## src/rtl/stw_pkg.sv

```systemverilog
package stw_pkg;
  localparam int WORD_W = 8;
  localparam int NIB_W  = 4;
  localparam int BANK_W = 2;
  localparam int RIDX_W = 3;
  localparam int ADDR_W = BANK_W + RIDX_W;

  localparam int CY_B  = 7;
  localparam int AC_B  = 6;
  localparam int F0_B  = 5;
  localparam int BKH_B = 4;
  localparam int BKL_B = 3;
  localparam int OV_B  = 2;
  localparam int NU_B  = 1;
  localparam int PAR_B = 0;

  typedef enum logic [1:0] {
    OP_ADD  = 2'd0,
    OP_ADDC = 2'd1,
    OP_SUBB = 2'd2,
    OP_RSVD = 2'd3
  } alu_op_e;

  typedef struct packed {
    logic [WORD_W-1:0] res;
    logic              cy;
    logic              ac;
    logic              ov;
  } arith_out_t;

  // Subtraction runs as a + ~b + ~borrow; carry flags are inverted afterwards.
  function automatic arith_out_t arith_eval(input logic [WORD_W-1:0] a,
                                            input logic [WORD_W-1:0] b,
                                            input logic cin,
                                            input alu_op_e op);
    arith_out_t          r;
    logic                sub;
    logic                c0;
    logic [WORD_W-1:0]   be;
    logic [NIB_W:0]      lo;
    logic [WORD_W-1:0]   hi;
    logic [WORD_W:0]     full;
    sub  = (op == OP_SUBB);
    be   = sub ? ~b : b;
    c0   = (op == OP_ADD) ? 1'b0 : (sub ? ~cin : cin);
    lo   = {1'b0, a[NIB_W-1:0]} + {1'b0, be[NIB_W-1:0]} + {{NIB_W{1'b0}}, c0};
    hi   = {1'b0, a[WORD_W-2:0]} + {1'b0, be[WORD_W-2:0]} + {{(WORD_W-1){1'b0}}, c0};
    full = {1'b0, a} + {1'b0, be} + {{WORD_W{1'b0}}, c0};
    r.res = full[WORD_W-1:0];
    r.cy  = full[WORD_W] ^ sub;
    r.ac  = lo[NIB_W] ^ sub;
    r.ov  = hi[WORD_W-1] ^ full[WORD_W];
    return r;
  endfunction

  function automatic logic odd_parity(input logic [WORD_W-1:0] v);
    return ^v;
  endfunction
endpackage

```

## src/rtl/stw_arith.sv

```systemverilog
module stw_arith
  import stw_pkg::*;
(
  input  logic [WORD_W-1:0] opa,
  input  logic [WORD_W-1:0] opb,
  input  logic              cin,
  input  alu_op_e           op,
  output logic [WORD_W-1:0] res,
  output logic              cy,
  output logic              ac,
  output logic              ov
);
  arith_out_t ao;

  always_comb begin
    ao  = arith_eval(opa, opb, cin, op);
    res = ao.res;
    cy  = ao.cy;
    ac  = ao.ac;
    ov  = ao.ov;
  end
endmodule

```

## src/rtl/stw_flag_reg.sv

```systemverilog
module stw_flag_reg
  import stw_pkg::*;
(
  input  logic              clk,
  input  logic              rst_n,
  input  logic              sw_wr,
  input  logic [WORD_W-1:0] sw_data,
  input  logic              flag_load,
  input  logic              cy_in,
  input  logic              ac_in,
  input  logic              ov_in,
  input  logic [WORD_W-1:0] acc,
  output logic [WORD_W-1:0] status_q
);
  logic [WORD_W-1:0] stat_r;
  logic [WORD_W-1:0] stat_d;

  always_comb begin
    stat_d = stat_r;
    if (sw_wr) begin
      stat_d = sw_data;
    end else if (flag_load) begin
      stat_d[CY_B] = cy_in;
      stat_d[AC_B] = ac_in;
      stat_d[OV_B] = ov_in;
    end
    stat_d[NU_B]  = 1'b0;
    stat_d[PAR_B] = odd_parity(acc);
  end

  always_ff @(posedge clk or negedge rst_n) begin
    if (!rst_n) stat_r <= '0;
    else        stat_r <= stat_d;
  end

  assign status_q = stat_r;
endmodule

```

## src/rtl/stw_bank_addr.sv

```systemverilog
module stw_bank_addr
  import stw_pkg::*;
(
  input  logic [BANK_W-1:0] bank,
  input  logic [RIDX_W-1:0] reg_num,
  output logic [ADDR_W-1:0] reg_addr
);
  localparam int BANK_SPAN = 1 << RIDX_W;

  always_comb begin
    reg_addr = ADDR_W'(int'(bank) * BANK_SPAN + int'(reg_num));
  end
endmodule

```

## src/rtl/status_word_reg.sv

```systemverilog
module status_word_reg
  import stw_pkg::*;
(
  input  logic              clk,
  input  logic              rst_n,
  input  logic [WORD_W-1:0] opa,
  input  logic [WORD_W-1:0] opb,
  input  logic              cin,
  input  logic [1:0]        op_sel,
  input  logic              upd_en,
  input  logic              sw_we,
  input  logic [WORD_W-1:0] sw_wdata,
  input  logic [WORD_W-1:0] acc,
  input  logic [RIDX_W-1:0] reg_num,
  output logic [WORD_W-1:0] status_q,
  output logic [WORD_W-1:0] alu_res,
  output logic [ADDR_W-1:0] reg_addr
);
  alu_op_e op_e;
  logic    cy_w, ac_w, ov_w;
  logic    sw_wr_evt;
  logic    arith_upd_evt;
  logic    flag_load_evt;

  assign op_e          = alu_op_e'(op_sel);
  assign sw_wr_evt     = sw_we;
  assign arith_upd_evt = upd_en && (op_e != OP_RSVD);
  assign flag_load_evt = arith_upd_evt && !sw_wr_evt;

  stw_arith u_arith (
    .opa (opa),
    .opb (opb),
    .cin (cin),
    .op  (op_e),
    .res (alu_res),
    .cy  (cy_w),
    .ac  (ac_w),
    .ov  (ov_w)
  );

  stw_flag_reg u_flags (
    .clk       (clk),
    .rst_n     (rst_n),
    .sw_wr     (sw_wr_evt),
    .sw_data   (sw_wdata),
    .flag_load (flag_load_evt),
    .cy_in     (cy_w),
    .ac_in     (ac_w),
    .ov_in     (ov_w),
    .acc       (acc),
    .status_q  (status_q)
  );

  stw_bank_addr u_bank (
    .bank     (status_q[BKH_B:BKL_B]),
    .reg_num  (reg_num),
    .reg_addr (reg_addr)
  );
endmodule

```

## config.mk

```make
export PLATFORM = sky130hd
export DESIGN_NAME = status_word_reg
export DESIGN_NICKNAME = d
export VERILOG_FILES = /design/src/rtl/stw_pkg.sv /design/src/rtl/stw_arith.sv /design/src/rtl/stw_flag_reg.sv /design/src/rtl/stw_bank_addr.sv /design/src/rtl/status_word_reg.sv
export SDC_FILE = /design/constraint.sdc
export NUM_CORES = 1
export LEC_CHECK = 0
export ABC_AREA = 1
export BUFFER_PORTS_ARGS = -buffer_cell sky130_fd_sc_hd__buf_2
export CAP_MARGIN = 10
export CORE_ASPECT_RATIO = 1.5
export CORE_MARGIN = 2
export CORE_UTILIZATION = 45
export CTS_CLUSTER_DIAMETER = 120
export DETAILED_ROUTE_END_ITERATION = 6
export GPL_TIMING_DRIVEN = 0
export PLACE_DENSITY = 0.92
export SLEW_MARGIN = 20
export SYNTH_ARGS = -nofsm -noshare
export SYNTH_HDL_FRONTEND = slang
export SYNTH_HIERARCHICAL = 1
export SYNTH_SLANG_ARGS = --single-unit
export TNS_END_PERCENT = 10
```

## constraint.sdc

```tcl
create_clock -name clk -period 8.3 [get_ports clk]
set_clock_uncertainty 0.2 [all_clocks]
set_input_delay 1.245 -clock clk [delete_from_list [all_inputs] [get_ports clk]]
set_output_delay 1.245 -clock clk [all_outputs]
set_load 0.02 [all_outputs]
```

# After elaboration in Yosys (flattened, before gate mapping)
# Index checks and enable logic that the tools add are counted.
[classes] n_lt_le_gt_ge=0 mux=7 addsub=7 n_eq_ne=2 n_reduce_logical=6 div=0 shift=0 multipliers=0 n_bitwise=5
[op_table] cell="adder 8 x 8 -> 9 bit" count=1
[op_table] cell="adder 9 x 1 -> 9 bit" count=1
[op_table] cell="adder 7 x 7 -> 8 bit" count=1
[op_table] cell="adder 8 x 1 -> 8 bit" count=1
[op_table] cell="two-way mux 8 bit" count=1
[op_table] cell="inverter 8 bit" count=1
[op_table] cell="parity 8 bit" count=1
[op_table] cell="adder 4 x 4 -> 5 bit" count=1
[op_table] cell="adder 5 x 1 -> 5 bit" count=1
[op_table] cell="adder 5 x 3 -> 5 bit" count=1
[op_table] cell="two-way mux 1 bit" count=4
[op_table] cell="two-way mux 2 bit" count=2
[op_table] cell="bitwise XOR 1 bit" count=3
[op_table] cell="equality test 2 bit, second input constant" count=1
[op_table] cell="logical AND 1 bit" count=2
[op_table] cell="logical NOT 2 bit" count=1
[op_table] cell="!= test 2 bit, second input constant" count=1
[op_table] cell="nonzero test 2 bit" count=1
[op_table] cell="logical NOT 1 bit" count=1
[op_table] cell="inverter 1 bit" count=1
[totals] rom_bits=0 out_inout_bits=21 mem_count=0 ram_bits=0 input_bits=42 latch_bits=0 elab_cells=30 regBits=7

# Longest topological paths before layout
[depth] word_depth=7 mapped_depth=17 depth_no_buf=16

# Cells and area by module
# The synthesis kept the hierarchy.
[modules_own_cells] module="stw_arith" seq_area_each_um2=0.0 instances=1 area_per_inst_um2=546.8 cells_per_inst=93
[modules_own_cells] module="stw_flag_reg" seq_area_each_um2=175.2 instances=1 area_per_inst_um2=461.7 cells_per_inst=80
[modules_own_cells] module="stw_bank_addr" seq_area_each_um2=0.0 instances=1 area_per_inst_um2=37.5 cells_per_inst=5
[modules_own_cells] module="status_word_reg" seq_area_each_um2=0.0 instances=1 area_per_inst_um2=18.8 cells_per_inst=5

# Worst setup path after synthesis
# Ideal clock, no wire load.
[synth_timing] kind="input port to output port" start="in op_sel[1]" end="out alu_res[4]" path_slack_ps=3658 path_buffers=1 arrival_time_ps=3197 path_stages=12 path_cell_list="inv_1 nor2_1 buf_6 inv_1 nor2_1 a21oi_1 fa_1 fa_1 inv_1 nand3_1 nand2_2 xor2_1"
[synth_via] elab_chain_len=4 elab_cells_between_ends=7
[synth_rtl] item="start, declared" line="status_word_reg.sv:9" source="input logic [1:0] op_sel,"
[synth_rtl] item="equality test 2 bit" line="stw_pkg.sv:43" source="sub = (op == OP_SUBB);"
[synth_rtl] item="two-way mux 8 bit or two-way mux 1 bit (tied branches)" line="stw_pkg.sv:44, stw_pkg.sv:45"
[synth_rtl] item="adder 8 x 8 -> 9 bit or two-way mux 1 bit (tied branches)" line="stw_pkg.sv:48, stw_pkg.sv:45"
[synth_rtl] item="adder 9 x 1 -> 9 bit (*)" line="stw_pkg.sv:48" source="full = {1'b0, a} + {1'b0, be} + {{WORD_W{1'b0}}, c0};"
[synth_rtl] item="end, declared" line="status_word_reg.sv:16" source="output logic [WORD_W-1:0] alu_res,"
# Mark *: on every way between the ends. The rest lies on a longest branch, timed or not.

# Final worst setup path
[layout_timing] start="in op_sel[0]" end="out alu_res[6]"
# The elaborated chain is that of the path after synthesis.

==> qor.csv <==
stage;metric;value;unit
outcome;outcome;complete, no violations;
global_route;initial antenna violation count;0;
finish;area grow syn2layout;31.5;%
cts;CTS H-tree lvls;1;
critical_path;crit path launch;op_sel[0];
cts;clk_lat worst skew;0.25;ns
synthesis;Yosys cell types;19;
floorplan;Top-Level Pins;63;
cts;Root Driver;clkbuf_4;
critical_path;R2R depth;2;
cts;TritonCTS Buffers;3;
cts;Post-CTS Setup Bufs;0;
critical_path;CP endpoint kind;output pin;
critical_path;CP max stage delay;0.42;ns
pwr;Worst VDD drop;0.0840;mV
synthesis;synthesized flop and latch total;7;
global_route;largest net degree at the start of global routing;11;
critical_path;CP max FO;10;
cts;CTS tree;done;
critical_path;CP most frequent cell;nand2_1;
synthesis;post-synthesis sequential area ratio;0.165;
cts;clock sinks;7;
finish;max reg flops;7;
critical_path;WP data required;6.86;ns
critical_path;Worst Path Buf+Inv;5;
placement;I/O Buffers;56;
floorplan;die area;2780;um^2
critical_path;Cell Chain, Critical Path;buf_2, nor2_1, buf_6, inv_1, nor2_1, a21oi_1, fa_1, fa_1, inv_1, nand3_1, nand2_2, nand2_1, nand2_1, nand2_1, nand2_1, buf_2;
synthesis;Yosys top cell area share;0.307;
drt;DR vias;1216;
critical_path;Crit-path slowest cell;fa_1;
drt;TritonRoute pass-1 iters;4;
sta;Peak Freq;204;MHz
min_path;Hold Crit Class;register to register;
global_route;total track usage;0.195;
drt;WL per Instance;8.93;um
min_path;Hold Path End;u_flags/status_q[5]$_DFFE_PN0P_;
sta;final hold vios;0;
floorplan;# rows;21;
synthesis;syn_nets;234;
critical_path;cell family with most CP delay;adder cells;
placement;pre-CTS worst setup slack;3.39;ns
pwr;pwr dens;133;nW/um^2
finish;most frequent cells in the layout;87 x nand2_1, 57 x buf_2, 31 x inv_1;
synthesis;warnings from Yosys;6;
global_route;total global routing overflow;0;
floorplan;core area;2230;um^2
synthesis;synthesized area;1060;um^2
floorplan;Die H;63.6;um
drt;vias per cell;4.57;
cts;clock-pin slew on the worst setup and hold paths;0.05;ns
floorplan;Initial Util;0.477;
critical_path;crit start category;primary input;
synthesis;Yosys top cell by area;nand2_1;
sta;max-slew violation total from the final report;0;
drt;drt drc;0;
finish;multi-input logic area;708;um^2
floorplan;Die W;43.7;um
finish;antenna cell count;0;
synthesis;Synth Area per Inst;5.82;um^2
synthesis;Mapped Cells;183;
critical_path;Worst R2R Start;u_flags/status_q[6]$_DFFE_PN0P_;
min_path;hold_sp;u_flags/status_q[5]$_DFFE_PN0P_;
cts;CTS Hold Bufs;0;
finish;Nets;295;
drt;Routed WL;2380;um
drt;initial DRC count;11;
sta;Tcrit/Tclk final;0.592;
global_route;first-pass GRT wire length;4350;um
sta;PnR worst setup slack;3.39;ns
finish;most common cell after layout, fill and taps aside;nand2_1;
placement;detailed placement HPWL;2120;um
critical_path;Crit Path Category;primary input to output pin;
sta;Setup TNS;0;ns
cts;Clock Path Buffers;2;
sta;RSZ-0062 raised after global routing;false;
placement;Final GP Congestion;0.805;
sta;fin crit period;4.91;ns
critical_path;RR Endpoint;u_flags/status_q[6]$_DFFE_PN0P_;
min_path;Hold Path Stages;2;
drt;ANT nets after route;0;
critical_path;Worst R2R Setup Slack;7.47;ns
finish;layout cells sized above 1;0.309;
pwr;LEAKAGE;0.956;nW
cts;post-CTS sizing;0;
run;Max Cap Violations;0;
synthesis;synth top area cells;nand2_1 31%, dfrtp_1 16%, inv_1 11%, ha_1 8.2%, xor2_1 7.4%;
pwr;Power Total;0.186;mW
global_route;number of global-route vias before repair;1185;
finish;sequential cell area;175;um^2
critical_path;Arr. time, crit path;3.47;ns
finish;layout filler cell count;206;
sta;Final setup viols;0;
final cells by class:
class	instances	share of cell area
Multi-Input combinational cell	136	0.506
Buffer	8	0.0438
Timing Repair Buffer	56	0.200
Inverter	32	0.0858
Tap cell	23	0.0206
Sequential cell	7	0.125
Clock buffer	4	0.0188
metrics by stage:
stage / hold slack (ns) / cells / utilization / cell area [um^2]
floorplan: 0.378 / 183 / - / 1060
finish: 0.267 / 266 / 0.627 / 1400
global placement: 0.251 / 262 / 0.615 / 1370
detailed placement: 0.259 / 262 / 0.615 / 1370
CTS: 0.272 / 266 / 0.627 / 1400
global route: 0.323 / 266 / 0.627 / 1400
cells in the mapped netlist:
master / count
nand2_1: 87
inv_1: 31
nand3_1: 9
xor2_1: 9
dfrtp_1: 7
ha_1: 7
buf_4: 6
a21oi_1: 5
nor2_1: 5
nand2_2: 4
xnor2_1: 3
a21oi_2: 2
fa_1: 2
buf_2: 1
buf_6: 1
conb_1: 1
inv_2: 1
nand3b_1: 1
nor2_2: 1
worst max path at each step:
| stage | slack (ns) | depth (start not counted) | endpoint |
|---|---|---|---|
| global route | 3.19 | 16 | alu_res[6] |
| global placement | 3.43 | 16 | alu_res[6] |
| detailed placement | 3.39 | 16 | alu_res[6] |
| CTS | 3.39 | 16 | alu_res[6] |
| floorplan | 3.66 | 12 | alu_res[4] |
| finish | 3.39 | 16 | alu_res[6] |
layer usage:
layer / global-route usage / wire length [um] / up-vias
li1: - / - / 653
met1: 0.194 / 879 / 526
met2: 0.386 / 1350 / 37
met3: 0.0401 / 144 / 0
met4: 0.0417 / 0 / 0
met5: 0 / 0 / -
power breakdown:
group          internal (mW)  total, mW  switching [mW]
logic                 0.0447      0.116          0.0710
registers             0.0378     0.0397         0.00182
clock network         0.0183     0.0307          0.0124
total                  0.101      0.186          0.0853
logic make-up (layout without fill, tap and decap cells):
| family | Yosys count | after routing | share of synthesized area |
|---|---|---|---|
| AOI/OAI and AO/OA | 7 | 7 | 0.0400 |
| adders and majority gates | 9 | 9 | 0.120 |
| and+or+nand+nor | 107 | 107 | 0.403 |
| other | 1 | 1 | 0.00352 |
| buffers and inverters | 40 | 100 | 0.170 |
| DFF | 7 | 7 | 0.165 |
| xor gates and xnor gates | 12 | 12 | 0.0987 |
worst min-delay path, cell delays in order, from the launching register on:
cell,delay [ns]
dfrtp_1,0.33
nand2_1,0.05
nand2_1,0.05
No activity file was read; power rests on OpenSTA's default activity.
